===== src/rtl/nirq_pkg.sv =====
package nirq_pkg;
  localparam int NIRQ_REG_W     = 16;
  localparam int NIRQ_NREGS     = 2;
  localparam int NIRQ_NSLOTS    = 5;
  localparam int NIRQ_PORT_SPAN = 4;
  localparam int NIRQ_SLOT_W    = 3;
  localparam int NIRQ_PORT_W    = 4;
  localparam int NIRQ_ADDR_W    = 8;
  localparam int NIRQ_STAT_BASE = 'h20;
  localparam int NIRQ_MASK_BASE = 'h2A;

  // Status word that holds a given slot.
  function automatic int slot_word(input int slot);
    return (slot == 0) ? 0 : 1;
  endfunction

  // Base bit of a given slot inside its word.
  function automatic int slot_base(input int slot, input int span);
    return (slot == 0) ? 0 : (slot - 1) * span;
  endfunction
endpackage


===== src/rtl/nirq_decode.sv =====
module nirq_decode #(
  parameter int REG_W     = 16,
  parameter int NREGS     = 2,
  parameter int NSLOTS    = 5,
  parameter int PORT_SPAN = 4,
  parameter int SLOT_W    = 3,
  parameter int PORT_W    = 4
) (
  input  logic                   en,
  input  logic [SLOT_W-1:0]      slot,
  input  logic [PORT_W-1:0]      port,
  output logic [NREGS*REG_W-1:0] hit
);
  import nirq_pkg::*;

  always_comb begin
    int s;
    int w;
    int pos;
    hit = '0;
    s   = int'(slot);
    w   = slot_word(s);
    pos = slot_base(s, PORT_SPAN) + int'(port);
    if (en && s < NSLOTS && w < NREGS && pos < REG_W)
      hit[w*REG_W + pos] = 1'b1;
  end
endmodule


===== src/rtl/nirq_status.sv =====
module nirq_status #(
  parameter int REG_W = 16,
  parameter int NREGS = 2
) (
  input  logic                   clk,
  input  logic                   rst,
  input  logic [NREGS*REG_W-1:0] set_hit,
  input  logic [NREGS*REG_W-1:0] clr_hit,
  output logic [NREGS*REG_W-1:0] stat
);
  for (genvar g = 0; g < NREGS; g++) begin : g_word
    always_ff @(posedge clk) begin
      if (rst)
        stat[g*REG_W +: REG_W] <= '1;
      else
        stat[g*REG_W +: REG_W] <= (stat[g*REG_W +: REG_W] | clr_hit[g*REG_W +: REG_W])
                                  & ~set_hit[g*REG_W +: REG_W];
    end
  end
endmodule


===== src/rtl/nirq_regbus.sv =====
module nirq_regbus #(
  parameter int REG_W     = 16,
  parameter int NREGS     = 2,
  parameter int NMASK     = 2,
  parameter int ADDR_W    = 8,
  parameter int STAT_BASE = 'h20,
  parameter int MASK_BASE = 'h2A
) (
  input  logic                   clk,
  input  logic                   rst,
  input  logic [ADDR_W-1:0]      bus_addr,
  input  logic                   bus_wr,
  input  logic                   bus_rd,
  input  logic [REG_W-1:0]       bus_wdata,
  input  logic [NREGS*REG_W-1:0] stat,
  output logic [NMASK*REG_W-1:0] mask,
  output logic [REG_W-1:0]       bus_rdata
);
  logic [REG_W-1:0] rd_mux;

  for (genvar g = 0; g < NMASK; g++) begin : g_mask
    localparam logic [ADDR_W-1:0] MADDR = ADDR_W'(MASK_BASE + 2*g);
    always_ff @(posedge clk) begin
      if (rst)
        mask[g*REG_W +: REG_W] <= '0;
      else if (bus_wr && bus_addr == MADDR)
        mask[g*REG_W +: REG_W] <= bus_wdata;
    end
  end

  always_comb begin
    rd_mux = '0;
    for (int i = 0; i < NREGS; i++)
      if (bus_addr == ADDR_W'(STAT_BASE + 2*i)) rd_mux = stat[i*REG_W +: REG_W];
    for (int i = 0; i < NMASK; i++)
      if (bus_addr == ADDR_W'(MASK_BASE + 2*i)) rd_mux = mask[i*REG_W +: REG_W];
  end

  always_ff @(posedge clk) begin
    if (rst)
      bus_rdata <= '0;
    else if (bus_rd)
      bus_rdata <= rd_mux;
  end
endmodule


===== src/rtl/nirq_aggregator.sv =====
module nirq_aggregator #(
  parameter int REG_W     = nirq_pkg::NIRQ_REG_W,
  parameter int NREGS     = nirq_pkg::NIRQ_NREGS,
  parameter int NSLOTS    = nirq_pkg::NIRQ_NSLOTS,
  parameter int PORT_SPAN = nirq_pkg::NIRQ_PORT_SPAN,
  parameter int SLOT_W    = nirq_pkg::NIRQ_SLOT_W,
  parameter int PORT_W    = nirq_pkg::NIRQ_PORT_W,
  parameter int ADDR_W    = nirq_pkg::NIRQ_ADDR_W,
  parameter int STAT_BASE = nirq_pkg::NIRQ_STAT_BASE,
  parameter int MASK_BASE = nirq_pkg::NIRQ_MASK_BASE
) (
  input  logic              clk,
  input  logic              rst,
  input  logic              set_stb,
  input  logic [SLOT_W-1:0] set_slot,
  input  logic [PORT_W-1:0] set_port,
  input  logic              clr_stb,
  input  logic [SLOT_W-1:0] clr_slot,
  input  logic [PORT_W-1:0] clr_port,
  input  logic [ADDR_W-1:0] bus_addr,
  input  logic              bus_wr,
  input  logic              bus_rd,
  input  logic [REG_W-1:0]  bus_wdata,
  output logic [REG_W-1:0]  bus_rdata,
  output logic              net_irq
);
  localparam int FLAT_W = NREGS * REG_W;
  localparam int NMASK  = 2;

  logic [FLAT_W-1:0]      set_hit;
  logic [FLAT_W-1:0]      clr_hit;
  logic [FLAT_W-1:0]      stat_flat;
  logic [NMASK*REG_W-1:0] mask_flat;

  nirq_decode #(.REG_W(REG_W), .NREGS(NREGS), .NSLOTS(NSLOTS), .PORT_SPAN(PORT_SPAN),
                .SLOT_W(SLOT_W), .PORT_W(PORT_W))
    u_dec_set (.en(set_stb), .slot(set_slot), .port(set_port), .hit(set_hit));

  nirq_decode #(.REG_W(REG_W), .NREGS(NREGS), .NSLOTS(NSLOTS), .PORT_SPAN(PORT_SPAN),
                .SLOT_W(SLOT_W), .PORT_W(PORT_W))
    u_dec_clr (.en(clr_stb), .slot(clr_slot), .port(clr_port), .hit(clr_hit));

  nirq_status #(.REG_W(REG_W), .NREGS(NREGS))
    u_stat (.clk(clk), .rst(rst), .set_hit(set_hit), .clr_hit(clr_hit), .stat(stat_flat));

  nirq_regbus #(.REG_W(REG_W), .NREGS(NREGS), .NMASK(NMASK), .ADDR_W(ADDR_W),
                .STAT_BASE(STAT_BASE), .MASK_BASE(MASK_BASE))
    u_bus (.clk(clk), .rst(rst), .bus_addr(bus_addr), .bus_wr(bus_wr), .bus_rd(bus_rd),
           .bus_wdata(bus_wdata), .stat(stat_flat), .mask(mask_flat), .bus_rdata(bus_rdata));

  always_ff @(posedge clk) begin
    if (rst) net_irq <= 1'b0;
    else     net_irq <= ~&stat_flat;
  end
endmodule


===== config.mk =====
export PLATFORM = sky130hd
export DESIGN_NAME = nirq_aggregator
export DESIGN_NICKNAME = d
export VERILOG_FILES = /design/src/rtl/nirq_pkg.sv /design/src/rtl/nirq_decode.sv /design/src/rtl/nirq_status.sv /design/src/rtl/nirq_regbus.sv /design/src/rtl/nirq_aggregator.sv
export SDC_FILE = /design/constraint.sdc
export NUM_CORES = 1
export LEC_CHECK = 0
export ABC_AREA = 1
export BUFFER_PORTS_ARGS = -buffer_cell sky130_fd_sc_hd__buf_4
export CORE_AREA = 2 2 97 99
export CTS_CLUSTER_SIZE = 40
export DETAILED_ROUTE_END_ITERATION = 12
export DIE_AREA = 0 0 99 101
export GPL_TIMING_DRIVEN = 0
export PLACE_DENSITY = 0.77
export SYNTH_ARGS = -nofsm -noshare
export SYNTH_HDL_FRONTEND = slang
export SYNTH_SLANG_ARGS = --single-unit

===== constraint.sdc =====
create_clock -name clk -period 8.2 [get_ports clk]
set_input_delay 1.64 -clock clk [delete_from_list [all_inputs] [get_ports clk]]
set_output_delay 1.64 -clock clk [all_outputs]
set_load 0.005 [all_outputs]

Word level (Yosys, flattened, before mapping):

Cells that the tools add are included.

* flip-flop bits (word level): 81

* mux-type cells: 14
* magnitude comparators: 10
* add/subtract/negate cells: 6
* eq/ne operators: 4
* bitwise logic cells: 6
* reductions and logical operators: 14

Operators by type and width (count)
* two-way mux 32 bit: 4
* adder 32 bit: 2
* adder 32 x 5 -> 32 bit: 2
* greater-or-equal comparator 32 x 1 -> 1 bit (second input constant): 2
* less-than comparator 32 x 3 -> 1 bit (second input constant): 2
* less-than comparator 32 x 6 -> 1 bit (second input constant): 2
* less-than comparator 32 x 7 -> 1 bit (second input constant): 2
* two-way mux 16 bit: 4
* bitwise AND 16 bit: 2
* equality test 8 x 6 -> 1 bit (second input constant): 4
* NOT 16 bit: 2
* bitwise OR 16 bit: 2
* AND reduction 32 bit: 1
* demux 1 bit (select 5 bit): 2
* logical AND 1 bit: 10
* subtractor 3 x 1 -> 4 bit (second input constant): 2
* logical NOT 3 bit: 2
* less-than comparator 3 bit (second input constant): 2
* two-way mux 1 bit: 4
* logical NOT 1 bit: 1

Logic depth before layout (Yosys ltp):

Gate-level depths: netlist (run 1).

* depth after elaboration: 11
* mapped depth: 19
* mapped depth without buffers: 19

Cells and area by module:

From an unflattened synthesis (run 1), not the netlist that was laid out.

* cell total of the unflattened synthesis: 809
* area total of the unflattened synthesis: 5363.9 µm²

Modules (own cells, without submodules)
* nirq_regbus: area each 2464.9 µm², times used 1, cells an instance 373
* nirq_status: area each 1078.5 µm², times used 1, cells an instance 132
* nirq_decode (u_dec_set): area each 843.3 µm², times used 1, cells an instance 136
* nirq_decode (u_dec_clr): area each 839.6 µm², times used 1, cells an instance 136
* nirq_aggregator: area each 137.6 µm², times used 1, cells an instance 32

Worst setup path after synthesis (run 1):

No wires, ideal clock.

* kind: input to register
* from: in set_slot[1]
* to: reg u_stat.stat[0]
* library setup time: 0.126 ns
* required time: 8.074 ns
* setup slack: 4.055 ns
* arrival: 4.020 ns
* stages on the path: 18
* cell sequence: inv_1 > nand2_1 > nor2_1 > a21oi_1 > inv_1 > ha_1 > a21oi_1 > or2_2 > ha_1 > inv_1 > ha_1 > nor2_1 > nand4_1 > nor2_1 > buf_2 > nand4_1 > nand2_1 > nand2_1

* longest elaborated chain between the ends: 11
* elaborated cells on any way between the ends: 20

RTL lines
* from (decl): line nirq_aggregator.sv:15 `input logic [SLOT_W-1:0] set_slot,`
* subtractor 3 x 1 -> 4 bit / logical NOT 3 bit (equally long branches): line nirq_pkg.sv:19, nirq_pkg.sv:14
* two-way mux 32 bit: line nirq_pkg.sv:19 `return (slot == 0) ? 0 : (slot - 1) * span;`
* adder 32 x 5 -> 32 bit: line nirq_decode.sv:23 `pos = slot_base(s, PORT_SPAN) + int'(port);`
* adder 32 bit: line nirq_decode.sv:25 `hit[w*REG_W + pos] = 1'b1;`
* greater-or-equal comparator 32 x 1 -> 1 bit (not written as such) / less-than comparator 32 x 7 -> 1 bit (equally long branches): line nirq_decode.sv:25
* logical AND 1 bit (not written as such): line nirq_decode.sv:25
* two-way mux 1 bit (not written as such): line nirq_decode.sv:25
* demux 1 bit (select 5 bit)
* two-way mux 32 bit (*): line nirq_decode.sv:24 `if (en && s < NSLOTS && w < NREGS && pos < REG_W)`
* NOT 16 bit (*): line nirq_status.sv:17 `& ~set_hit[g*REG_W +: REG_W];`
* bitwise AND 16 bit (*): line nirq_status.sv:17
* to (signal, indexed assignment): line nirq_status.sv:16 `stat[g*REG_W +: REG_W] <= (stat[g*REG_W +: REG_W] | clr_hit[g*REG_W +: REG_W])`
* to (decl): line nirq_status.sv:9 `output logic [NREGS*REG_W-1:0] stat`

Mark *: on every way between the ends. The rest lies on a longest branch, timed or not.
A chain may end at the register's enable or synchronous reset.

Worst setup path after layout (run 1):

* from: in set_slot[2]
* to: reg u_stat.stat[24]

The elaborated chain is that of the path after synthesis.

==> results.md, run 1 <==
- Vias per cell: 5.54
- Synth cell types: 32
- Hold Fails Final Rpt: 0
- Max_cap viols: 0
- Number of global-route vias before repair: 5130
- Cell row count: 35
- Clock root buffer: clkbuf_8
- GR Util All Layers: 30.2%
- Initial core utilization: 57.7%
- Final wirelength: 14.7 mm
- Synth warn: 0
- Routability Congestion: 0.952
- Setup TNS: 0 ps
- Peak supply drop: 106 uV
- Register bit total from synthesis: 81
- Setup Buffers After CTS: 0
- Clock Skew: 11.1 ps
- CP required: 8440 ps
- IO buf count: 59
- CP startpoint kind: input port
- Final Cycle Share: 53.1%
- Sequential share of the synthesized area: 31.3%
- Lkg Pwr: 2.97 nW
- Residual DRC count: 0
- Nets: 951
- Max Clock Freq: 0.230 GHz
- Initial drt markers: 368
- CTS resizes: 0
- Total clock sinks: 81
- CTS H-Tree Depth: 3
- Clk slew on worst S/H paths: 90 ps
- Slew Limit Fails: 0
- Power per Cell Area: 147 nW/um2
- Status: completed
- Global-route wire length before repair: 24.3 mm
- Width of the die: 99 um
- Initial antenna violation count: 0
- Layout filler cell count: 846
- Share of post-route cells with drive strength above 1: 16.0%
- Critical path arrival: 4590 ps
- DP HPWL: 11.7 mm
- Post-Synthesis Cells: 805
- Finished Cell Area: 6060 um2
- Top Ports: 61
- Maximum clock path buffer count: 2
- Critical path peak fanout: 10
- Global route total overflow: 0
- Final min period: 4360 ps
- Average cell area after synthesis: 6.44 um2
- RSZ-0062 raised after global routing: false
- Chip height: 101 um
- CTS tree: built
- Kind of critical path: in2reg
- Fin util: 67.6%
- Slew headroom: 52.5%
- Core region area: 8980 um2
- Slew @ Worst Pin: 712 ps
- Area of placed instances: 5810 um2
- Initial DRT Pass Iterations: 5
- Die area: 10000 um2
- CP Capture Type: flip-flop
- ANT cells: 0
- Avg WL per Cell: 14.6 um
- Largest net degree at the start of global routing: 16
- P&R area growth vs syn: 17.0%
- Vias: 5560
- CTS Buf Count: 9
- Cts hold-fix bufs: 0
- Routed Antenna Nets: 0
- Final Setup Violations: 0
- HP Class: reg2reg
- Power after layout: 0.890 mW
- Clock Latency Late Sink: 360 ps
- Syn Std Cell Area: 5180 um2
registers in the layout (all words and copies together) (netlist names):
| signal | flops |
|---|---|
| u_bus.bus_rdata | 16 |
| u_bus.mask | 32 |
| u_stat.stat | 32 |
| net_irq | 1 |
Yosys cell counts (all sizes together):
master  number  share of area (%)
ha          17                4.1
clkbuf      13               0.97
nor2        79                6.9
a21oi       55                6.0
dfxtp       81                 31
nand3b       1               0.14
nor3b        1               0.36
nor4         2               0.24
nand2      208                 16
or2          2               0.24
o21ai       28                2.7
inv        120                8.7
nor3         7               0.77
fa           2               0.77
conb         2               0.14
nand4       74                8.9
buf         29                3.5
nand3       83                8.4
clkinv       1              0.096
worst paths after layout:
path / start / endpoint / slack, ps / cells after the start
max: set_slot[2] / u_stat.stat[24]$_SDFF_PP1_ / 3840 / 18
min: u_bus.mask[14]$_SDFFE_PP0P_ / u_bus.mask[14]$_SDFFE_PP0P_ / 450 / 2
max reg2reg: u_stat.stat[14]$_SDFF_PP1_ / net_irq$_SDFF_PP0_ / 7050 / 3
min reg2reg: u_bus.mask[14]$_SDFFE_PP0P_ / u_bus.mask[14]$_SDFFE_PP0P_ / 450 / 2
layout by cell type (no fill, tap or decap), types with 3 or more instances in the layout:
| master | count |
|---|---|
| nor2_4 | 4 |
| clkbuf_1 | 12 |
| conb_1 | 15 |
| nand4_1 | 74 |
| o21ai_1 | 9 |
| nor2_1 | 73 |
| nand3_1 | 81 |
| buf_4 | 68 |
| a21oi_1 | 45 |
| clkbuf_8 | 9 |
| ha_1 | 17 |
| nand2_2 | 13 |
| nand2_1 | 195 |
| inv_1 | 118 |
| a21oi_2 | 10 |
| dfxtp_1 | 81 |
| nor3_1 | 6 |
| o21ai_0 | 19 |
| bufinv_16 | 3 |
| buf_2 | 18 |
logic make-up after synthesis:
kind of cell	count (synthesis)	synth area share (%)
adders and majority gates	19	4.88
buffers and inverters	163	13.3
other	2	0.145
AOI/OAI and AO/OA	83	8.74
and+or+nand+nor	457	41.7
DFF	81	31.3
routing by layer:
| metal | track usage [%] | part of all wire [%] | up-vias |
|---|---|---|---|
| met3 | 4.92 | 8.0 | 19 |
| li1 | - | - | 2767 |
| met1 | 42.6 | 45 | 2525 |
| met2 | 49.1 | 46 | 249 |
| met4 | 6.32 | 1.0 | 0 |
| met5 | 0 | 0 | - |
power breakdown:
| part | internal (mW) | total [mW] | switching [mW] |
|---|---|---|---|
| Combinational | 0.0452 | 0.133 | 0.0874 |
| Clock | 0.206 | 0.364 | 0.158 |
| Sequential | 0.394 | 0.394 | 0.000361 |
| Total | 0.645 | 0.890 | 0.246 |
area by class of cell:
| type | count | area, um2 | share of cell area [%] |
|---|---|---|---|
| Clock inverter | 7 | 126 | 2.08 |
| Timing Repair Buffer | 59 | 443 | 7.30 |
| Inverter | 121 | 455 | 7.51 |
| Clock buffer | 9 | 124 | 2.04 |
| Tap cell | 111 | 139 | 2.29 |
| Multi-Input combinational cell | 574 | 2920 | 48.2 |
| Sequential cell | 81 | 1620 | 26.7 |
| Buffer | 42 | 234 | 3.86 |
stage by stage:
stage | cells | worst slack, ps | hold WS [ps]
floorplan | 818 | 4050 | 424
global placement | 988 | 3570 | 435
detailed placement | 988 | 3460 | 441
CTS | 1004 | 3840 | 454
global route | 1004 | 3570 | 479
finish | 1004 | 3840 | 454
worst max-delay path: stages:
cell and delay [ps]:
buf_4 110, inv_1 100, nor2_1 60, a21oi_1 200, inv_1 70, ha_1 270
a21oi_1 50, or2_2 290, ha_1 290, inv_1 60, ha_1 220, nor2_1 110
nand4_1 130, nor2_1 340, buf_2 290, nand4_1 200, nand2_1 120, nand2_1 50
No activity file was read; power rests on OpenSTA's default activity.
==> run 2, diff against run 1 <==
CORE_AREA = 2 2 102 104   (was 2 2 97 99)
DIE_AREA = 0 0 104 106   (was 0 0 99 101)
PLACE_DENSITY = 0.74   (was 0.77)
clock period = 3.7 ns   (was 8.2 ns; I/O delays follow)
==> run 2 against run 1 <==
  * Non-clock buffer count is the same
  * Critical path depth decreased by 1
  * Critical endpoint is now u_stat.stat[13]$_SDFF_PP1_
  * Largest cell class unchanged
  * Largest power group unchanged
  * Highest routed layer unchanged
  * Worst hold slack got worse by 1.2 ps
  * Sequential power grew 120%
==> results.md, run 2 (synthesized netlist as in run 1, its figures left out) <==
- Status: completed
- Core region area: 10000 um2 (+11%)
- Area of placed instances: 5850 um2 (+0.54%)
- Commonest non-fill, non-tap cell in the layout: nand2_1
- Hold Fails Final Rpt: 0 (unchanged)
- Die area: 11000 um2 (+10%)
- Sequential Area: 1620 um2 (unchanged)
- DP HPWL: 11.6 mm (about the same)
- Chip height: 106 um (+5.0%)
- Final Setup Violations: 0 (unchanged)
- Clk slew on worst S/H paths: 90 ps (about the same)
- Cell row count: 37 (+5.7%)
- NetSw: 0.551 mW (+120%)
- Register-to-register setup slack: 2580 ps (-4470 ps)
- GR Util All Layers: 27.3% (-3.0 points)
- Initial drt markers: 448 (+22%)
- Power after layout: 1.84 mW (+110%)
- HP Class: reg2reg
- Power per Cell Area: 304 nW/um2 (+110%)
- Slew headroom: 53.5% (+0.98 points)
- Max_cap viols: 0 (unchanged)
- Crit path largest cell delay: 500 ps (+160 ps)
- Multi-input gate area: 2920 um2 (about the same)
- Total clock sinks: 81 (unchanged)
- CTS H-Tree Depth: 3 (unchanged)
- RSZ-0062 raised after global routing: false
- Clock Latency Late Sink: 370 ps (about the same)
- P&R area growth vs syn: 16.7%
- Number of global-route vias before repair: 5014 (-2.3%)
- Pint: 1.29 mW (+100%)
- Routability Congestion: 0.950 (-0.27%)
- ANT cells: 0 (unchanged)
- Finished Cell Area: 6050 um2 (-0.23%)
- Part of the power in registers: 47.4% (+3.2 points)
- Critical path origin: set_slot[2]
- Combinational fraction of design power: 16.0% (+1.1 points)
- Maximum clock path buffer count: 2 (unchanged)
- CTS tree: built
- Setup Buffers After CTS: 0 (unchanged)
- Slowest CP cell: nor3_2
- Global-route wire length before repair: 24.1 mm (-0.74%)
- Slew @ Worst Pin: 698 ps (-14.8 ps)
- Lkg Pwr: 2.94 nW (-0.82%)
- FF-to-FF Start: u_stat.stat[0]$_SDFF_PP1_
- Worst path cell trace: buf_4 -> inv_1 -> nor2_1 -> a21oi_1 -> inv_1 -> ha_1 -> a21oi_1 -> or2_2 -> ha_1 -> inv_1 -> ha_1 -> nor2_1 -> nand4_1 -> nor3_2 -> nand4_1 -> nand2_1 -> nand2_1
- Share of post-route cells with drive strength above 1: 16.1% (+0.11 points)
- Top Ports: 61 (unchanged)
- Clock power frac: 36.6% (-4.3 points)
- Clock Skew: 10.8 ps (-0.386 ps)
- Initial core utilization: 51.8% (-5.9 points)
- CP Capture Point: u_stat.stat[13]$_SDFF_PP1_
- Slew Limit Fails: 0 (unchanged)
- CP startpoint kind: input port
- Width of the die: 104 um (+5.1%)
- Vias per cell: 5.24 (-5.3%)
- Sw frac: 29.9% (+2.3 points)
- Peak supply drop: 191 uV (+80%)
- R2R Path End: net_irq$_SDFF_PP0_
- Most frequent cells in the layout: nand2_1 (195), inv_1 (118), nand3_1 (81), dfxtp_1 (81), nand4_1 (74)
- CP required: 3950 ps (-4490 ps)
- Top flop regs: u_bus.mask (32), u_stat.stat (32), u_bus.bus_rdata (16)
- Final min period: 3450 ps
- R2R cell count: 3 (unchanged)
- Initial DRT Pass Iterations: 5 (unchanged)
- Nets: 951 (unchanged)
- Vias: 5394 (-3.0%)
- Avg WL per Cell: 14.0 um (-4.0%)
- Critical path arrival: 3710 ps (-880 ps)
- Max Clock Freq: 0.289 GHz
- CP Capture Type: flip-flop
- Routed Antenna Nets: 0 (unchanged)
- Kind of critical path: in2reg
- Final wirelength: 14.4 mm (-1.6%)
- IO buf count: 59 (unchanged)
- Global route total overflow: 0 (unchanged)
- Layout filler cell count: 990 (+17%)
- CTS Buf Count: 9 (unchanged)
- Clock root buffer: clkbuf_8
- Initial antenna violation count: 0 (unchanged)
- Final Cycle Share: 93.4%
- Largest net degree at the start of global routing: 16 (unchanged)
- Critical path peak fanout: 8 (-2)
- Residual DRC count: 0 (unchanged)
[run 2: final cells by class]
type / instances / area share [%]
multi-input combinational: 574 / 48.3
timing repair buffer: 59 / 7.32
sequential: 81 / 26.8
tap: 136 / 2.81
buffer: 42 / 3.87
inverter: 121 / 7.53
clock inverter: 7 / 1.30
clock buffer: 9 / 2.05
[run 2: power groups by stage]
stage / clock network (mW) / registers (mW) / logic [mW]
floorplan: 0 / 0.893 / 0.194
global placement: 0 / 0.894 / 0.279
detailed placement: 0 / 0.894 / 0.287
CTS: 0.685 / 0.873 / 0.288
global route: 0.716 / 0.873 / 0.333
finish: 0.675 / 0.873 / 0.294
[run 2: what timing repair did]
item                                    4_1_cts  5_1_grt
endpoints found under the hold margin         0        0
endpoints found under the setup margin        0        2
hold buffers                                  0        0
gates resized for setup                       0        1
[run 2: routing by layer]
metal  part of all wire (%)  GRT usage, %  routed length, um  vias to the layer above
li1                       -             -                  -                     2761
met1                     47          37.3               6830                     2452
met2                     45          44.2               6530                      153
met3                    5.7          4.35                817                       28
met4                    1.8          8.69                260                        0
met5                      0             0                  0                        -
[run 2: critical path, delay by kind of cell]
kind,cells,cell delay (ps)
adder cells (fa/ha/maj),3,800
buffers and inverters,4,360
AND/OR/NAND/NOR,8,1540
AO/OA/AOI/OAI,2,270
[run 2: how the worst min path moves through the flow]
| stage | startpoint | end | cells past startpoint |
|---|---|---|---|
| 3_5_place_dp | u_bus.mask[13]$_SDFFE_PP0P_ | u_bus.mask[13]$_SDFFE_PP0P_ | 2 |
| 2_1_floorplan | u_bus.mask[0]$_SDFFE_PP0P_ | u_bus.mask[0]$_SDFFE_PP0P_ | 2 |
| 5_1_grt | u_bus.mask[2]$_SDFFE_PP0P_ | u_bus.mask[2]$_SDFFE_PP0P_ | 2 |
| 3_3_place_gp | u_bus.mask[0]$_SDFFE_PP0P_ | u_bus.mask[0]$_SDFFE_PP0P_ | 2 |
| 4_1_cts | u_bus.mask[13]$_SDFFE_PP0P_ | u_bus.mask[13]$_SDFFE_PP0P_ | 2 |
| 6_report | u_bus.mask[13]$_SDFFE_PP0P_ | u_bus.mask[13]$_SDFFE_PP0P_ | 2 |
[run 2: metrics by stage]
stage / utilization (%) / TNS (ps) / hold WS [ps] / worst slack, ps / instances
after CTS: 60.5 / 0 / 453 / 211 / 1029
after floorplan: - / 0 / 424 / 455 / 818
after detailed placement: 58.5 / -1660 / 440 / -182 / 1013
after global routing: 60.5 / 0 / 468 / 7.75 / 1029
after global placement: 58.5 / -164 / 434 / -69.3 / 1013
final: 60.5 / 0 / 453 / 245 / 1029
